<file path="src/rtl/lba_pkg.sv">
// Package for the line-boundary arbiter.
// Holds the reason code that tells why the owner may change in a cycle.
// Assumes nothing beyond standard SystemVerilog.
package lba_pkg;

    typedef enum logic [1:0] {
        ARB_HOLD     = 2'd0,   // no arbitration this cycle
        ARB_IDLE     = 2'd1,   // bus idle, arbitration allowed
        ARB_LINE_END = 2'd2    // last word of a line accepted
    } arb_reason_e;

endpackage

</file>
<file path="src/rtl/lba_boundary_detect.sv">
// Decides whether the current cycle is a legal arbitration point.
// Assumes line_word carries the word offset inside an aligned line.
// A stalled transfer (valid without accept) never counts.
module lba_boundary_detect #(
    parameter int LINE_WORDS = 4,
    parameter int OFS_W      = (LINE_WORDS > 1) ? $clog2(LINE_WORDS) : 1
) (
    input  logic               xfer_valid,
    input  logic               xfer_accept,
    input  logic [OFS_W-1:0]   line_word,
    output logic               arb_pt,
    output lba_pkg::arb_reason_e reason
);
    import lba_pkg::*;

    localparam logic [OFS_W-1:0] LAST_OFS = OFS_W'(LINE_WORDS - 1);

    logic last_word_done;

    // Purpose: flag an accepted transfer to the final word of a line.
    always_comb begin
        last_word_done = xfer_valid && xfer_accept && (line_word == LAST_OFS);
    end

    // Purpose: classify the cycle as hold, idle point or line-end point.
    always_comb begin
        if (!xfer_valid) begin
            reason = ARB_IDLE;
        end else if (last_word_done) begin
            reason = ARB_LINE_END;
        end else begin
            reason = ARB_HOLD;
        end
        arb_pt = (reason != ARB_HOLD);
    end

endmodule

</file>
<file path="src/rtl/lba_prio_pick.sv">
// Fixed-priority picker over the master requests.
// RANK_ORDER holds 8-bit fields; field k names the master at rank k,
// rank 0 winning. Assumes every master appears exactly once in the order.
module lba_prio_pick #(
    parameter int                          N_MST      = 3,
    parameter int                          IDX_W      = 2,
    parameter logic [N_MST*8-1:0]          RANK_ORDER = 24'h02_01_00
) (
    input  logic [N_MST-1:0] req,
    output logic             hit,
    output logic [IDX_W-1:0] pick
);
    logic [N_MST-1:0] rank_req;
    logic [IDX_W-1:0] rank_idx [N_MST];

    // Purpose: reorder the requests by rank, one lane per rank.
    for (genvar k = 0; k < N_MST; k++) begin : g_rank
        localparam int MST = int'(RANK_ORDER[k*8 +: 8]);
        assign rank_req[k] = req[MST];
        assign rank_idx[k] = IDX_W'(MST);
    end

    // Purpose: select the lowest-numbered rank that requests.
    always_comb begin
        hit  = 1'b0;
        pick = '0;
        for (int k = N_MST - 1; k >= 0; k--) begin
            if (rank_req[k]) begin
                hit  = 1'b1;
                pick = rank_idx[k];
            end
        end
    end

endmodule

</file>
<file path="src/rtl/lba_owner_reg.sv">
// Owner state of the arbiter: registered owner index and one-hot grant.
// Loads next_idx only when upd is high; resets to the default master.
module lba_owner_reg #(
    parameter int N_MST   = 3,
    parameter int IDX_W   = 2,
    parameter int DEF_MST = 0
) (
    input  logic             clk,
    input  logic             rst_n,
    input  logic             upd,
    input  logic [IDX_W-1:0] next_idx,
    output logic [IDX_W-1:0] owner_q,
    output logic [N_MST-1:0] grant_q
);
    // Purpose: hold the owner index across non-arbitration cycles.
    always_ff @(posedge clk) begin
        if (!rst_n) begin
            owner_q <= IDX_W'(DEF_MST);
        end else if (upd) begin
            owner_q <= next_idx;
        end
    end

    // Purpose: keep one registered grant bit per master, decoded from next_idx.
    for (genvar i = 0; i < N_MST; i++) begin : g_gnt
        always_ff @(posedge clk) begin
            if (!rst_n) begin
                grant_q[i] <= (i == DEF_MST);
            end else if (upd) begin
                grant_q[i] <= (next_idx == IDX_W'(i));
            end
        end
    end


    grant_onehot_chk: assert property (@(posedge clk) disable iff (!rst_n)
        ($countones(grant_q) == 1) && grant_q[owner_q]);

endmodule

</file>
<file path="src/rtl/line_bus_arbiter.sv">
// Line-boundary bus arbiter (top).
// Grants the shared bus to one master; ownership may change only when the
// bus is idle or when the last word of an aligned line is accepted, so a
// line fill stays with one owner. Fixed priority by RANK_ORDER; parks on
// DEF_MST when nobody requests. Assumes requests and bus status are
// synchronous to clk.
module line_bus_arbiter #(
    parameter int                 N_MST      = 3,
    parameter int                 LINE_WORDS = 4,
    parameter int                 DEF_MST    = 0,
    parameter int                 IDX_W      = (N_MST > 1) ? $clog2(N_MST) : 1,
    parameter int                 OFS_W      = (LINE_WORDS > 1) ? $clog2(LINE_WORDS) : 1,
    parameter logic [N_MST*8-1:0] RANK_ORDER = 24'h02_01_00
) (
    input  logic             clk,
    input  logic             rst_n,
    input  logic [N_MST-1:0] req_i,
    input  logic             xfer_valid_i,
    input  logic             xfer_accept_i,
    input  logic [OFS_W-1:0] line_word_i,
    output logic [N_MST-1:0] grant_o,
    output logic [IDX_W-1:0] owner_o
);
    import lba_pkg::*;

    localparam int                 TOP_MST  = int'(RANK_ORDER[7:0]);
    localparam logic [OFS_W-1:0]   LAST_OFS = OFS_W'(LINE_WORDS - 1);

    logic             arb_pt;
    arb_reason_e      reason;
    logic             any_req;
    logic [IDX_W-1:0] pick_idx;
    logic [IDX_W-1:0] next_idx;

    lba_boundary_detect #(
        .LINE_WORDS (LINE_WORDS),
        .OFS_W      (OFS_W)
    ) u_bnd (
        .xfer_valid  (xfer_valid_i),
        .xfer_accept (xfer_accept_i),
        .line_word   (line_word_i),
        .arb_pt      (arb_pt),
        .reason      (reason)
    );

    lba_prio_pick #(
        .N_MST      (N_MST),
        .IDX_W      (IDX_W),
        .RANK_ORDER (RANK_ORDER)
    ) u_pick (
        .req  (req_i),
        .hit  (any_req),
        .pick (pick_idx)
    );

    // Purpose: choose the winner, or the park master when nobody requests.
    always_comb begin
        next_idx = any_req ? pick_idx : IDX_W'(DEF_MST);
    end

    lba_owner_reg #(
        .N_MST   (N_MST),
        .IDX_W   (IDX_W),
        .DEF_MST (DEF_MST)
    ) u_own (
        .clk      (clk),
        .rst_n    (rst_n),
        .upd      (arb_pt),
        .next_idx (next_idx),
        .owner_q  (owner_o),
        .grant_q  (grant_o)
    );


    owner_hold_chk: assert property (@(posedge clk) disable iff (!rst_n)
        (xfer_valid_i && !(xfer_accept_i && (line_word_i == LAST_OFS)))
        |=> $stable(owner_o) && $stable(grant_o));


    idle_follow_chk: assert property (@(posedge clk) disable iff (!rst_n)
        (!xfer_valid_i && ($countones(req_i) == 1)) |=> (grant_o == $past(req_i)));


    top_rank_chk: assert property (@(posedge clk) disable iff (!rst_n)
        (arb_pt && req_i[TOP_MST]) |=> grant_o[TOP_MST]);


    park_chk: assert property (@(posedge clk) disable iff (!rst_n)
        (arb_pt && (req_i == '0)) |=> (owner_o == IDX_W'(DEF_MST)));


    line_end_chk: assert property (@(posedge clk) disable iff (!rst_n)
        (reason == ARB_LINE_END && ($countones(req_i) == 1)) |=> (grant_o == $past(req_i)));

endmodule

</file>
<file path="config.mk">
export PLATFORM = sky130hd
export DESIGN_NAME = line_bus_arbiter
export DESIGN_NICKNAME = d
export VERILOG_FILES = /design/src/rtl/lba_pkg.sv /design/src/rtl/lba_boundary_detect.sv /design/src/rtl/lba_prio_pick.sv /design/src/rtl/lba_owner_reg.sv /design/src/rtl/line_bus_arbiter.sv
export SDC_FILE = /design/constraint.sdc
export NUM_CORES = 1
export LEC_CHECK = 0
export BUFFER_PORTS_ARGS = -buffer_cell sky130_fd_sc_hd__buf_2
export CAP_MARGIN = 40
export CORE_AREA = 2 2 39 41
export DETAILED_ROUTE_END_ITERATION = 16
export DIE_AREA = 0 0 41 43
export PLACE_DENSITY = 0.5
export SLEW_MARGIN = 30
export SYNTH_ARGS = -nofsm -noshare
export SYNTH_HDL_FRONTEND = slang
export SYNTH_HIERARCHICAL = 1
export SYNTH_SLANG_ARGS = --single-unit
</file>
<file path="constraint.sdc">
create_clock -name clk -period 2.1 [get_ports clk]
set_input_delay 0.315 -clock clk [delete_from_list [all_inputs] [get_ports clk]]
set_output_delay 0.315 -clock clk [all_outputs]
set_load 0.01 [all_outputs]
</file>
==> metrics <==
Net Sw Power=56.3 uW; worst skew pair latency=240 ps; fin area=347 um^2; CTS Buf Count=3; Post-DP Area=320 um^2; CP Launch Type=input pin; Max Cap Violations=0; aggregate global routing overflow=0; share of layout cells above drive strength 1=0.405; power share of the combinational group=0.126; clock power share=0.460; share of total power in sequential cells=0.414; postcts setup bufs=0; leak pwr=0.166 nW; internal power=187 uW; WL/cell=8.79 um; Crit Path Max Fanout=4; final hold violations=0; DR vias/cell=4.02; pwr dens=701 mW/mm^2; Core ar.=0.00138 mm^2; Critical Path RT=2280 ps; fin nets=52; YS warnings=6; sinks on the clock net=5; initial cell density of the core=0.178; cell row count=14; Setup CP Type=input pin to register; CP arrival=1250 ps; Area growth syn-to-layout=40.6%; fin crit share=0.510; Root Driver=clkbuf_4; maximum vdd ir drop=229 uV; minimum clock period=1070 ps; crit end category=register; CP cell instances=buf_2, or3_1, and2_1, o21a_1, o21ai_1; gpl congestion=0.663; syn nets=35; post-route ant nets=0; Worst-Margin Slew=261 ps; clock slew at reported path FFs=40 ps; r2r setup slk=1500 ps; # DRC=0; initial drt markers=0; CTS resizes=0; average size of a mapped cell=9.48 um^2; Die Footprint=0.00176 mm^2; most frequent cells in the layout=buf_2 (13), dfxtp_1 (5), clkbuf_4 (3), nand2_1 (3), nor2b_1 (3); hold_buf cts=0; Cells after Synth=26; GR Util All Layers=0.0836; status=completed; largest net degree at the start of global routing=9; Crit-path slowest cell=or3_1; via count=233; die height=43 um; global-route wire length before repair=897 um; Setup Viol. Count Final=0; Die W=41 um; DP HPWL=390 um; clock buffer depth=2; vias in the first global route=222; number of port buffers=13; Max Clk Rate=0.934 GHz; Syn Std Cell Area=246 um^2; CTS tree=built; Hold Crit Class=input pin to register; drt first pass iters=1; initial antenna violation count=0; Slew headroom=0.825; Sw Ratio=0.232; final clock skew=0 ps; io pins=14; Max stage delay on crit path=360 ps; DRT Wirelength=510 um; setup tns final=0 ps; fin. max-slew vios=0; n_diodes=0; H-Tree Depth=1; RSZ-0062 raised after global routing=false; most common cell after layout, fill and taps aside=buf_2
worst max-delay path: cells and delay by family:
family | cells | cell delay, ps
compound gates | 2 | 290
simple gates | 2 | 530
buf+inv | 1 | 110
per-layer routing:
layer | vias up | track usage | routed length, um
met1 | 95 | 0.110 | 242
met2 | 13 | 0.0875 | 179
met5 | - | 0 | 0
met3 | 4 | 0.0628 | 70
met4 | 0 | 0.0600 | 17
li1 | 121 | - | -
per-stage QoR:
stage	hold WS (ps)	worst slack [ps]	total power, mW	std cells	utilization
after detailed placement	465	760	0.133	54	0.231
after global routing	332	938	0.260	58	0.250
after global placement	459	780	0.133	54	0.231
after CTS	307	1030	0.250	58	0.250
final	315	1030	0.243	58	0.250
after floorplan	395	926	0.121	26	-
cell type report:
class / count / area, um^2
clock buffers: 4 / 26.3
fillers: 157 / 1040
multi-input cells: 20 / 135
flip-flops and latches: 5 / 100
well taps: 16 / 20.0
repair buffers: 13 / 65.1
power by group through the flow:
stage	Combinational [mW]	Sequential [mW]	Clock [mW]
5_1_grt	0.0351	0.101	0.125
3_5_place_dp	0.0312	0.102	0
2_1_floorplan	0.0165	0.104	0
4_1_cts	0.0312	0.101	0.118
3_3_place_gp	0.0308	0.102	0
6_report	0.0306	0.101	0.112
state kept, by name, summed over array words and instances (netlist names):
register       flops
u_own/owner_q      2
u_own/grant_q      3
path summary, 6_finish.rpt:
check | from | end | depth (start not counted)
setup reg to reg | u_own/owner_q[1]$_SDFFE_PN0P_ | u_own/owner_q[1]$_SDFFE_PN0P_ | 2
setup / recovery | req_i[1] | u_own/grant_q[0]$_SDFFE_PN1P_ | 5
hold / removal | rst_n | u_own/grant_q[0]$_SDFFE_PN1P_ | 2
hold reg to reg | u_own/grant_q[1]$_SDFFE_PN0P_ | u_own/grant_q[1]$_SDFFE_PN0P_ | 2
No activity file was read; power rests on OpenSTA's default activity.
